**src/rtl/intc_pkg.sv**
```systemverilog
package intc_pkg;
  localparam int ADDR_W = 8;
  localparam int DATA_W = 32;
  typedef logic [ADDR_W-1:0] addr_t;
  typedef logic [DATA_W-1:0] word_t;

  localparam addr_t OFS_EN_LO = 8'h04;
  localparam addr_t OFS_PD_LO = 8'h08;
  localparam addr_t OFS_EN_HI = 8'h50;
  localparam addr_t OFS_PD_HI = 8'h54;
endpackage

```
**src/rtl/intc_regs.sv**
```systemverilog
module intc_regs
  import intc_pkg::*;
#(
  parameter int NUM_SRC = 40
) (
  input  logic               clk,
  input  logic               rst,
  input  logic               wr_en_i,
  input  logic               rd_en_i,
  input  addr_t              addr_i,
  input  word_t              wdata_i,
  input  logic [NUM_SRC-1:0] pend_i,
  output logic [NUM_SRC-1:0] en_o,
  output word_t              rdata_o
);
  localparam int HI_W = NUM_SRC - DATA_W;

  word_t            en_lo;
  logic [HI_W-1:0]  en_hi;

  always_ff @(posedge clk) begin
    if (rst) begin
      en_lo <= '0;
      en_hi <= '0;
    end else if (wr_en_i) begin
      if (addr_i == OFS_EN_LO) en_lo <= wdata_i;
      if (addr_i == OFS_EN_HI) en_hi <= wdata_i[HI_W-1:0];
    end
  end

  always_ff @(posedge clk) begin
    if (rst) begin
      rdata_o <= '0;
    end else if (rd_en_i) begin
      case (addr_i)
        OFS_EN_LO: rdata_o <= en_lo;
        OFS_EN_HI: rdata_o <= DATA_W'(en_hi);
        OFS_PD_LO: rdata_o <= pend_i[DATA_W-1:0];
        OFS_PD_HI: rdata_o <= DATA_W'(pend_i[NUM_SRC-1:DATA_W]);
        default:   rdata_o <= '0;
      endcase
    end
  end

  assign en_o = {en_hi, en_lo};

  AST_EN_RESET: assert property (@(posedge clk) $fell(rst) |-> (en_lo == '0 && en_hi == '0));
  AST_WR_LO: assert property (@(posedge clk) disable iff (rst)
    (wr_en_i && addr_i == OFS_EN_LO) |=> (en_o[DATA_W-1:0] == $past(wdata_i)));
  AST_HI_RD_ZERO: assert property (@(posedge clk) disable iff (rst)
    (rd_en_i && (addr_i == OFS_EN_HI || addr_i == OFS_PD_HI)) |=> (rdata_o[DATA_W-1:HI_W] == '0));
  AST_IGNORED_WR: assert property (@(posedge clk) disable iff (rst)
    (wr_en_i && addr_i != OFS_EN_LO && addr_i != OFS_EN_HI) |=> $stable(en_o));
endmodule

```
**src/rtl/intc_route.sv**
```systemverilog
module intc_route #(
  parameter int                       NUM_SRC     = 40,
  parameter int                       NUM_PAIRS   = 2,
  parameter logic [NUM_SRC-1:0]       ROUTE_CTX1  = 40'h0C_0000_FF00,
  parameter logic [NUM_PAIRS*8-1:0]   PAIR_TARGET = {8'd39, 8'd30},
  parameter logic [NUM_PAIRS*8-1:0]   PAIR_SHADOW = {8'd33, 8'd29}
) (
  input  logic [NUM_SRC-1:0] src_i,
  input  logic [NUM_SRC-1:0] en_i,
  output logic [NUM_SRC-1:0] pend_o,
  output logic [NUM_SRC-1:0] view0_o,
  output logic [NUM_SRC-1:0] view1_o
);
  localparam int IDXW = $clog2(NUM_SRC);

  logic [IDXW-1:0] tgt_idx [NUM_PAIRS];
  logic [IDXW-1:0] shd_idx [NUM_PAIRS];

  for (genvar p = 0; p < NUM_PAIRS; p++) begin : g_pair
    assign tgt_idx[p] = PAIR_TARGET[p*8 +: IDXW];
    assign shd_idx[p] = PAIR_SHADOW[p*8 +: IDXW];
  end

  always_comb begin
    pend_o  = src_i & en_i;
    view0_o = pend_o & ~ROUTE_CTX1;
    view1_o = pend_o & ROUTE_CTX1;
    for (int p = 0; p < NUM_PAIRS; p++) begin
      pend_o[shd_idx[p]]  = src_i[tgt_idx[p]] & en_i[shd_idx[p]];
      view0_o[shd_idx[p]] = 1'b0;
      view1_o[shd_idx[p]] = pend_o[shd_idx[p]];
      view0_o[tgt_idx[p]] = pend_o[tgt_idx[p]];
      view1_o[tgt_idx[p]] = 1'b0;
    end
  end
endmodule

```
**src/rtl/intc_irq_out.sv**
```systemverilog
module intc_irq_out #(
  parameter int NUM_SRC = 40,
  parameter int NUM_CTX = 2
) (
  input  logic               clk,
  input  logic               rst,
  input  logic [NUM_SRC-1:0] view_i [NUM_CTX],
  output logic [NUM_CTX-1:0] irq_o
);
  for (genvar c = 0; c < NUM_CTX; c++) begin : g_ctx
    always_ff @(posedge clk) begin
      if (rst) irq_o[c] <= 1'b0;
      else     irq_o[c] <= |view_i[c];
    end
    AST_IRQ_REG: assert property (@(posedge clk) disable iff (rst)
      !$past(rst) |-> (irq_o[c] == $past(|view_i[c])));
  end
endmodule

```
**src/rtl/dual_ctx_intc.sv**
```systemverilog
module dual_ctx_intc
  import intc_pkg::*;
#(
  parameter int                     NUM_SRC     = 40,
  parameter int                     NUM_PAIRS   = 2,
  parameter logic [NUM_SRC-1:0]     ROUTE_CTX1  = 40'h0C_0000_FF00,
  parameter logic [NUM_PAIRS*8-1:0] PAIR_TARGET = {8'd39, 8'd30},
  parameter logic [NUM_PAIRS*8-1:0] PAIR_SHADOW = {8'd33, 8'd29}
) (
  input  logic               clk,
  input  logic               rst,
  input  logic [NUM_SRC-1:0] src_i,
  input  logic               wr_en_i,
  input  logic               rd_en_i,
  input  logic [7:0]         addr_i,
  input  logic [31:0]        wdata_i,
  output logic [31:0]        rdata_o,
  output logic [1:0]         irq_o
);
  localparam int NUM_CTX = 2;

  logic [NUM_SRC-1:0] en;
  logic [NUM_SRC-1:0] pend;
  logic [NUM_SRC-1:0] views [NUM_CTX];

  intc_regs #(.NUM_SRC(NUM_SRC)) u_regs (
    .clk(clk), .rst(rst), .wr_en_i(wr_en_i), .rd_en_i(rd_en_i),
    .addr_i(addr_i), .wdata_i(wdata_i), .pend_i(pend),
    .en_o(en), .rdata_o(rdata_o)
  );

  intc_route #(
    .NUM_SRC(NUM_SRC), .NUM_PAIRS(NUM_PAIRS), .ROUTE_CTX1(ROUTE_CTX1),
    .PAIR_TARGET(PAIR_TARGET), .PAIR_SHADOW(PAIR_SHADOW)
  ) u_route (
    .src_i(src_i), .en_i(en), .pend_o(pend),
    .view0_o(views[0]), .view1_o(views[1])
  );

  intc_irq_out #(.NUM_SRC(NUM_SRC), .NUM_CTX(NUM_CTX)) u_irq (
    .clk(clk), .rst(rst), .view_i(views), .irq_o(irq_o)
  );

  AST_PEND_IN_EN: assert property (@(posedge clk) disable iff (rst)
    ((pend & ~en) == '0));
  AST_CTX_EXCL: assert property (@(posedge clk) disable iff (rst)
    ((views[0] & views[1]) == '0));
endmodule

```
**config.mk**
```make
export PLATFORM = sky130hd
export DESIGN_NAME = dual_ctx_intc
export DESIGN_NICKNAME = d
export VERILOG_FILES = /design/src/rtl/intc_pkg.sv /design/src/rtl/intc_regs.sv /design/src/rtl/intc_route.sv /design/src/rtl/intc_irq_out.sv /design/src/rtl/dual_ctx_intc.sv
export SDC_FILE = /design/constraint.sdc
export NUM_CORES = 1
export LEC_CHECK = 0
export BUFFER_PORTS_ARGS = -buffer_cell sky130_fd_sc_hd__buf_2
export CAP_MARGIN = 15
export CORE_AREA = 2 2 79 88
export DETAILED_ROUTE_END_ITERATION = 12
export DIE_AREA = 0 0 81 90
export MAX_ROUTING_LAYER = met4
export PLACE_DENSITY_LB_ADDON = 0.08
export SETUP_SLACK_MARGIN = 0.3
export SLEW_MARGIN = 20
export SYNTH_ARGS = -nofsm -noshare
export SYNTH_HDL_FRONTEND = slang
export SYNTH_SLANG_ARGS = --single-unit
```
**constraint.sdc**
```tcl
create_clock -name clk -period 2.4 [get_ports clk]
set_input_delay 0.48 -clock clk [delete_from_list [all_inputs] [get_ports clk]]
set_output_delay 0.48 -clock clk [all_outputs]
set_load 0.03 [all_outputs]
```
# Yosys cells after proc, flatten, opt, wreduce, memory -nomap -nowiden
# Cells that the tools add are included.
[totals]
reg_bits = 74
inputBits = 84
output_inout_bits = 34
elab_cells = 17
[classes]
eq_ne = 4
muxes = 1
bitwise = 3
reduce_logical = 4
[op_table]
columns = ["operator", "count"]
rows = [
  ["$pmux 32 s4", 1],
  ["$and 40x40->40", 1],
  ["$reduce_or 28->1", 1],
  ["$eq 8x7->1 const B", 2],
  ["$reduce_or 12->1", 1],
  ["$eq 8x3->1 const B", 1],
  ["$eq 8x4->1 const B", 1],
  ["$reduce_and 2->1", 2],
  ["$and 1x1->1", 2],
]

# Logic depth before layout (Yosys ltp)
# Gate-level depths: netlist of the first run.
[depth]
ltp_word = 2
ltp_mapped = 7
ltp_nobuf = 4

# Modules after synthesis
# A second synthesis of the first run with hierarchy kept.
[hier_totals]
cells_unflattened = 491
hier_area_um2 = 3935.0
[modules_own_cells]
columns = ["mod", "n_inst", "cells_each", "area_per_inst_um2"]
rows = [
  ["intc_regs", 1, 342, 2862.7],
  ["intc_route", 1, 121, 854.6],
  ["intc_irq_out", 1, 28, 217.7],
]

# Worst setup path before layout of the first run
# OpenSTA, ideal clock, no wires.
[synth_timing]
path_kind = "input-to-reg"
start = "in addr_i[2]"
end = "reg u_regs.en_hi[0]"
setup_time_ns = 0.130
arrival_ns = 1.603
required_time_ns = 2.270
setup_slack_ns = 0.667
cell_stages = 5
path_buffers = 1
cell_sequence = "buf_2 -> nor4_4 -> nand3_2 -> mux2i_1 -> nor2_1"
[synth_between]
elab_chain_len = 2
[synth_rtl]
columns = ["element", "line", "source"]
rows = [
  ["start: declaration", "dual_ctx_intc.sv:15", "input logic [7:0] addr_i,"],
  ["$eq 8x7->1", "intc_regs.sv:27", "if (addr_i == OFS_EN_HI) en_hi <= wdata_i[HI_W-1:0];"],
  ["$reduce_and 2->1 (no source line)", "--", ""],
  ["end signal: assignment", "intc_regs.sv:27", ""],
  ["end: declaration", "intc_regs.sv:19", "logic [HI_W-1:0] en_hi;"],
]
# Every way passes these cells.
# A chain may end at the register's enable or synchronous reset.

# Worst setup path after layout of the first run
[layout_timing]
start = "in addr_i[5]"
end = "reg u_regs.rdata_o[20]"
[layout_between]
elab_chain_len = 2
[layout_rtl]
columns = ["element", "line", "source"]
rows = [
  ["$eq 8x7->1, or another cell as far along", "intc_regs.sv:35", "case (addr_i)"],
  ["$pmux 32 s4 *", "intc_regs.sv:35", ""],
  ["end signal: assignment", "intc_regs.sv:36", "OFS_EN_LO: rdata_o <= en_lo;"],
  ["end signal: assignment", "intc_regs.sv:37", "OFS_EN_HI: rdata_o <= DATA_W'(en_hi);"],
  ["end signal: assignment", "intc_regs.sv:38", "OFS_PD_LO: rdata_o <= pend_i[DATA_W-1:0];"],
  ["end: declaration", "intc_regs.sv:14", "output word_t rdata_o"],
]
# Mark *: on every way between the ends. The rest lies on a longest branch, timed or not.

==> flow_summary_export.csv, run 1 <==
group,metric,value,unit
worst_setup_path,r2r-start,"u_regs.en_lo[28]",
worst_setup_path,critical_path.startpoint_type,"input port",
job,max_cap_violations,0,
timing,setup-violations-final,0,
floorplan,fp.dieW,81,um
layout,multi_input_comb_area,0.00174,mm^2
run_status,run_status,"complete, no violations",
logic_synthesis,yosys_warnings,0,
layout,syn2layout_area_growth,25.0,%
placement,dp_hpwl,6610,um
detailed_routing,drt-total-wl,9210,um
clocking,hold_buffers,0,
power_and_ir_drop,vdd_ir_drop_max,362,uV
floorplan,floorplan.initialDensity,0.522,
worst_setup_path,timing.setup.critical_path_class,"in2reg",
global_routing,global_router_s_overall_resource_usage,0.263,
worst_setup_path,timing.reg2reg.setup_slack,1140,ps
detailed_routing,1st_pass_router_iterations,4,
worst_setup_path,worst-path-max-fanout,22,
logic_synthesis,synthesis.area_per_instance,8.50,um^2
timing,layout_min_cycle_time,1800,ps
global_routing,grt_pass1_vias,3047,
layout,final_cell_mix,"sky130_fd_sc_hd__buf_2, sky130_fd_sc_hd__nand2_1, sky130_fd_sc_hd__dfxtp_1, sky130_fd_sc_hd__a21oi_1, sky130_fd_sc_hd__a21o_1",
clocking,postCtsSetupBuffers,0,
clocking,htreeDepth,3,
floorplan,core_area,0.00644,mm^2
timing,drv_slew,0,
clocking,tritoncts,"built",
timing,finalCritPeriodShare,0.750,
worst_setup_path,r2r_end,"u_irq.irq_o[0]",
floorplan,ioPinCount,118,
clocking,cts.path.max_buffers,2,
clocking,worst_skew_pair.late_latency,350,ps
power_and_ir_drop,combPwrFrac,0.073,
min_path,min_delay_path_depth,3,
clocking,tritoncts.num_buffers,9,
floorplan,chipHeight,90,um
layout,num-nets-final,589,
worst_setup_path,cp_data_required_time,2670,ps
power_and_ir_drop,relative_contribution_of_sequential_cells_to_total_power,0.517,
placement,gp_congestion,0.901,
logic_synthesis,ys_seq_elements,74,
detailed_routing,dr.first_iter.drc_count,179,
floorplan,placementRows,31,
global_routing,grt-ovfl-total,0,
logic_synthesis,syn_inst,395,
timing,timing.final.hold_violations,0,
global_routing,grt_start_max_net_pins,43,
min_path,hold_start,"wdata_i[12]",
detailed_routing,remaining_drc_errors,0,
floorplan,dieArea,0.00729,mm^2
power_and_ir_drop,p_sw_frac,0.248,
placement,port_buffers,115,
worst_setup_path,worst-r2r-cell-count,4,
global_routing,antenna_found_initial,1,
power_and_ir_drop,clockPowerShare,0.409,
logic_synthesis,cell_area_after_technology_mapping,0.00336,mm^2
worst_setup_path,endpoint_kind,"register",
global_routing,grt_first_pass_wirelength,14600,um
clocking,cts_root_buf,"sky130_fd_sc_hd__clkbuf_8",
min_path,whs_endpoint,"u_regs.en_lo[12]",
detailed_routing,routed_antenna_nets,0,
power_and_ir_drop,net-switching-power,0.589,mW
timing,fin_setup_tns,0,ps
timing,rsz_0062_raised_after_global_routing,"false",
layout,final_common_cell,"sky130_fd_sc_hd__buf_2",
timing,fmax,555,MHz
timing,max_slew_margin,0.531,
worst_setup_path,cp.arrival,2070,ps
layout,drive_gt1_frac,0.339,
logic_synthesis,synthesis.nets,479,
clocking,worst_setup_hold_path_clk_slew,90,ps
layout,filler_cell_count_in_the_final_layout,600,
power_and_ir_drop,cell_internal_power,1.78,mW
power_and_ir_drop,power.density,565,mW/mm^2
min_path,hp-class,"in2reg",
clocking,count_of_instances_resized_after_the_clock_tree_is_built,0,
power_and_ir_drop,power.total,2.37,mW
detailed_routing,vias,3314,
timing,fin_skew,11.5,ps
detailed_routing,avgRoutedWirePerCell,15.5,um
clocking,clock_sinks,74,
logic_synthesis,ys_seq_area_frac,0.441,
timing,worst_pin_slew,704,ps
detailed_routing,routed_via_density,5.59,
power_and_ir_drop,cellLeakagePower,1.86,nW
logic_synthesis,yosysUniqueCellTypes,37,
layout,regArea,0.00148,mm^2
## area by class of cell
type	instances	share of cell area
Multi-Input combinational cell	290	0.413
Tap cell	82	0.0244
Inverter	1	0.000894
Timing Repair Buffer	129	0.162
Sequential cell	74	0.353
Clock buffer	10	0.0304
Antenna cell	1	0.000596
Clock inverter	6	0.0155
## metal layers
metal,global-route usage,wire length (um),part of all wire,up-vias
li1,-,-,-,1635
met1,0.357,4140,0.45,1542
met2,0.394,4310,0.47,126
met3,0.0502,631,0.068,11
met4,0.0890,133,0.014,0
met5,-,0,0,-
## registers in the layout, indices dropped and copies added, names as in the netlist
register	cells
u_regs.en_lo	32
u_irq.irq_o	2
u_regs.en_hi	8
u_regs.rdata_o	32
## Yosys cell counts (all sizes together)
master    n  area [um^2]
and3      1         6.26
nand2   111          442
o41ai     1         8.76
a22o     17          149
and2      1         6.26
nor2b     2         12.5
a41oi     1         8.76
nor3      2         10.0
nor2     11         41.3
dfxtp    74         1480
o21ai    22          110
nor4b     3         53.8
o211ai    7         52.6
a221oi    6         52.6
a21o     22          165
a21oi    34          208
a211o     2         17.5
buf      18          116
a32oi     8         70.1
a31oi     1         6.26
nor4      2         27.5
a21boi    1         11.3
inv       1         3.75
clkbuf   12         45.0
nand3    11         60.1
mux2i     8         80.1
nor4bb    1         10.0
a22oi     7         52.6
nand4     8         50.1
## power by group through the flow
stage / Sequential, mW / Clock [mW] / Combinational [mW]
5_1_grt: 1.23 / 1.05 / 0.186
3_5_place_dp: 1.26 / 0 / 0.172
4_1_cts: 1.23 / 0.981 / 0.172
3_3_place_gp: 1.26 / 0 / 0.170
2_1_floorplan: 1.26 / 0 / 0.0690
6_report: 1.23 / 0.972 / 0.174
## kinds of logic after synthesis
| kind of cell | synth area share |
|---|---|
| simple gates | 0.214 |
| buf+inv | 0.0492 |
| compound gates | 0.272 |
| mux | 0.0238 |
| flops | 0.441 |
## through the flow
step	std cells	util	hold WS [ps]	setup WS, ps	cell area (um^2)
after floorplan	395	-	441	667	3360
after global placement	576	0.622	430	290	4000
after detailed placement	576	0.622	437	226	4000
after CTS	592	0.652	353	580	4200
after global routing	593	0.652	355	448	4200
final	593	0.652	364	599	4200
## how the worst max path moves through the flow
stage	slack, ps	cells past startpoint	start	end
2_1_floorplan	670	5	addr_i[2]	u_regs.en_hi[0]
3_3_place_gp	290	6	addr_i[5]	u_regs.rdata_o[25]
3_5_place_dp	230	6	addr_i[5]	u_regs.rdata_o[24]
4_1_cts	580	6	addr_i[5]	u_regs.rdata_o[20]
5_1_grt	450	6	addr_i[5]	u_regs.rdata_o[26]
6_report	600	6	addr_i[5]	u_regs.rdata_o[20]
## worst max-delay path, stage by stage
cell                      delay [ps]
sky130_fd_sc_hd__buf_2           120
sky130_fd_sc_hd__nor4_2          260
sky130_fd_sc_hd__buf_4           280
sky130_fd_sc_hd__nand2_1         100
sky130_fd_sc_hd__a211o_1         560
sky130_fd_sc_hd__o21ai_0         260
Power figures use the tool's default switching activity.
==> inputs of run 2 (changes only) <==
ABC_AREA = 1   (was unset)
CORE_AREA = 2 2 83 93   (was 2 2 79 88)
DIE_AREA = 0 0 85 95   (was 0 0 81 90)
clock period = 1.85 ns   (was 2.4 ns; I/O delays follow)
==> run 2 against run 1 <==
  * Clock-buffer cell count is the same
  * Highest routed layer unchanged
  * Non-clock buffer count increased by 1
  * Via count rose by 8.8%
==> flow_summary_export.csv, run 2 <==
group,metric,value,unit
layout,antenna_cells,0,
timing,fin_skew,8.17,ps
layout,num-nets-final,710,
layout,regArea,0.00148,mm^2
floorplan,placementRows,33,
placement,dp_hpwl,7030,um
timing,fin_setup_tns,0,ps
job,max_cap_violations,0,
global_routing,grtUsageMet2,0.360,
worst_setup_path,endpoint_kind,"primary output",
global_routing,grt_pass1_vias,3047,
min_path,hp-class,"in2reg",
worst_setup_path,worst-path-max-fanout,2,
power_and_ir_drop,power.density,759,mW/mm^2
clocking,tritoncts.num_buffers,9,
clocking,cts_root_buf,"sky130_fd_sc_hd__clkbuf_8",
detailed_routing,avgRoutedWirePerCell,13.0,um
clocking,worst_setup_hold_path_clk_slew,70,ps
timing,worst_pin_slew,344,ps
global_routing,antenna_found_initial,0,
detailed_routing,1st_pass_router_iterations,4,
clocking,htreeDepth,3,
logic_synthesis,synthesis.area_per_instance,6.78,um^2
logic_synthesis,yosysUniqueCellTypes,22,
logic_synthesis,leading_cell_types_by_count_after_synthesis,"sky130_fd_sc_hd__nand2_1, sky130_fd_sc_hd__nor2_1, sky130_fd_sc_hd__dfxtp_1, sky130_fd_sc_hd__o21ai_1, sky130_fd_sc_hd__a21oi_1",
power_and_ir_drop,cellLeakagePower,2.03,nW
power_and_ir_drop,vdd_ir_drop_max,458,uV
worst_setup_path,worstPathCellList,"buf_2",
timing,layout_min_cycle_time,1280,ps
logic_synthesis,synth-edff-count,0,
timing,finalCritPeriodShare,0.693,
detailed_routing,vias,3607,
floorplan,core_area,0.00723,mm^2
timing,rsz_0062_raised_after_global_routing,"false",
logic_synthesis,async_flop_share,0,
timing,drv_slew,0,
detailed_routing,drt-total-wl,9310,um
worst_setup_path,worst_path_dominant_cell_family,"flip-flops",
floorplan,floorplan.initialDensity,0.483,
run_status,run_status,"complete, no violations",
global_routing,grt_first_pass_wirelength,14600,um
timing,timing.final.hold_violations,0,
logic_synthesis,ys_seq_elements,74,
logic_synthesis,syn_inst,514,
clocking,worst_skew_pair.late_latency,340,ps
detailed_routing,routed_via_density,5.03,
timing,fmax,780,MHz
clocking,count_of_instances_resized_after_the_clock_tree_is_built,0,
detailed_routing,dr.first_iter.drc_count,242,
layout,syn2layout_area_growth,25.5,%
worst_setup_path,worstPathBufferInverterCount,1,
worst_setup_path,crit_path_top_delay_cell,"sky130_fd_sc_hd__dfxtp_1",
floorplan,ioPinCount,118,
logic_synthesis,synthFlopType,"sky130_fd_sc_hd__dfxtp_1",
logic_synthesis,share_of_yosys_cell_area_claimed_by_the_top_area_cell_type,0.425,
clocking,hold_buffers,0,
logic_synthesis,synthesis.nets,598,
worst_setup_path,cp_data_required_time,1480,ps
layout,final_cell_mix,"sky130_fd_sc_hd__nand2_1, sky130_fd_sc_hd__buf_2, sky130_fd_sc_hd__nor2_1, sky130_fd_sc_hd__dfxtp_1, sky130_fd_sc_hd__o21ai_1",
layout,drive_gt1_frac,0.259,
global_routing,met3_usage,0.0350,
timing,post_layout_worst_setup_margin,568,ps
floorplan,fp.dieW,85,um
logic_synthesis,ys_seq_area_frac,0.425,
timing,setup-violations-final,0,
clocking,tritoncts,"built",
layout,multi_input_comb_area,0.00172,mm^2
detailed_routing,routed_antenna_nets,0,
worst_setup_path,worst_path_largest_cell_delay,370,ps
global_routing,global_router_s_overall_resource_usage,0.237,
detailed_routing,remaining_drc_errors,0,
clocking,postCtsSetupBuffers,0,
logic_synthesis,netlist.top_cell.by_area,"sky130_fd_sc_hd__dfxtp_1",
logic_synthesis,synth_area_leaders,"sky130_fd_sc_hd__dfxtp_1, sky130_fd_sc_hd__nand2_1, sky130_fd_sc_hd__o21ai_1",
placement,detailedPlace.worstSlack,256,ps
floorplan,chipHeight,95,um
layout,filler_cell_count_in_the_final_layout,709,
clocking,clock_sinks,74,
worst_setup_path,timing.setup.critical_path_class,"reg2out",
global_routing,grt-ovfl-total,0,
clocking,cts.path.max_buffers,2,
worst_setup_path,critical_path.startpoint_type,"register",
layout,top_regs,"u_regs.en_lo: 32 flops, u_regs.rdata_o: 32 flops, u_regs.en_hi: 8 flops",
global_routing,grt_start_max_net_pins,34,
logic_synthesis,synthMostInstantiatedCell,"sky130_fd_sc_hd__nand2_1",
floorplan,dieArea,0.00808,mm^2
logic_synthesis,yosys_warnings,0,
logic_synthesis,cell_area_after_technology_mapping,0.00349,mm^2
timing,max_slew_margin,0.770,
placement,gp_congestion,0.880,
global_routing,grt_most_used_layer,"met2",
layout,final_common_cell,"sky130_fd_sc_hd__nand2_1",
placement,port_buffers,115,
global_routing,met1_usage_in_global_routing,0.325,
worst_setup_path,cp.arrival,910,ps
==> run 2: changes by cell type after synthesis, moves of 21 or more <==
cell,previous run,this run
sky130_fd_sc_hd__nor2_1,11,79
sky130_fd_sc_hd__o21ai_1,11,71
sky130_fd_sc_hd__nand2_1,101,138
sky130_fd_sc_hd__a21o_1,22,0
sky130_fd_sc_hd__nand3_1,10,32
sky130_fd_sc_hd__inv_1,1,22
==> run 2: logic make-up (layout without fill, tap and decap cells) <==
logic type	Yosys count	count (layout)	synth area share
AND/OR/NAND/NOR	274	274	0.338
AO/OA/AOI/OAI	107	107	0.155
flip-flops	74	74	0.425
buffers and inverters	59	175	0.0822
==> run 2: metal layers <==
layer | part of all wire | vias to the layer above
li1 | - | 1894
met1 | 0.48 | 1591
met2 | 0.45 | 111
met3 | 0.059 | 11
met4 | 0.011 | 0
met5 | 0 | -
==> run 2: where the power goes <==
group          internal [mW]  switching (mW)  total [mW]
Sequential              1.59         0.00178        1.60
Combinational         0.0958           0.131       0.226
Clock                  0.923           0.576        1.50
Total                   2.61           0.709        3.32
==> run 2: cell type report <==
cell class | count | area share
clock buffers | 10 | 0.0314
well taps | 87 | 0.0249
inverters | 30 | 0.0263
flip-flops and latches | 74 | 0.338
clock inverters | 5 | 0.0234
repair buffers | 130 | 0.163
multi-input cells | 381 | 0.393
==> run 2: worst reg2reg max path, cell delays in order (launching register included) <==
cell	delay, ps
sky130_fd_sc_hd__dfxtp_1	340
sky130_fd_sc_hd__nand2_1	90
sky130_fd_sc_hd__nand4_1	140
sky130_fd_sc_hd__nor3_1	250
sky130_fd_sc_hd__a31oi_1	100
==> run 2: worst paths after layout <==
check                                         from                 to  slack, ps  depth (start not counted)
worst min-delay path                   wdata_i[28]   u_regs.en_lo[28]        270                          3
worst max register to register     u_regs.en_hi[0]     u_irq.irq_o[0]        810                          4
worst max-delay path            u_regs.rdata_o[31]        rdata_o[31]        570                          1
worst min register to register   u_regs.rdata_o[2]  u_regs.rdata_o[2]        460                          2
==> run 2: metrics by stage <==
| step | util | cells | cell area (um^2) | hold slack, ps | power [mW] |
|---|---|---|---|---|---|
| floorplan | - | 514 | 3490 | 458 | 1.73 |
| global placement | 0.573 | 702 | 4140 | 449 | 1.86 |
| detailed placement | 0.573 | 702 | 4140 | 452 | 1.86 |
| CTS | 0.606 | 717 | 4380 | 257 | 3.34 |
| global route | 0.606 | 717 | 4380 | 274 | 3.44 |
| finish | 0.606 | 717 | 4380 | 267 | 3.32 |
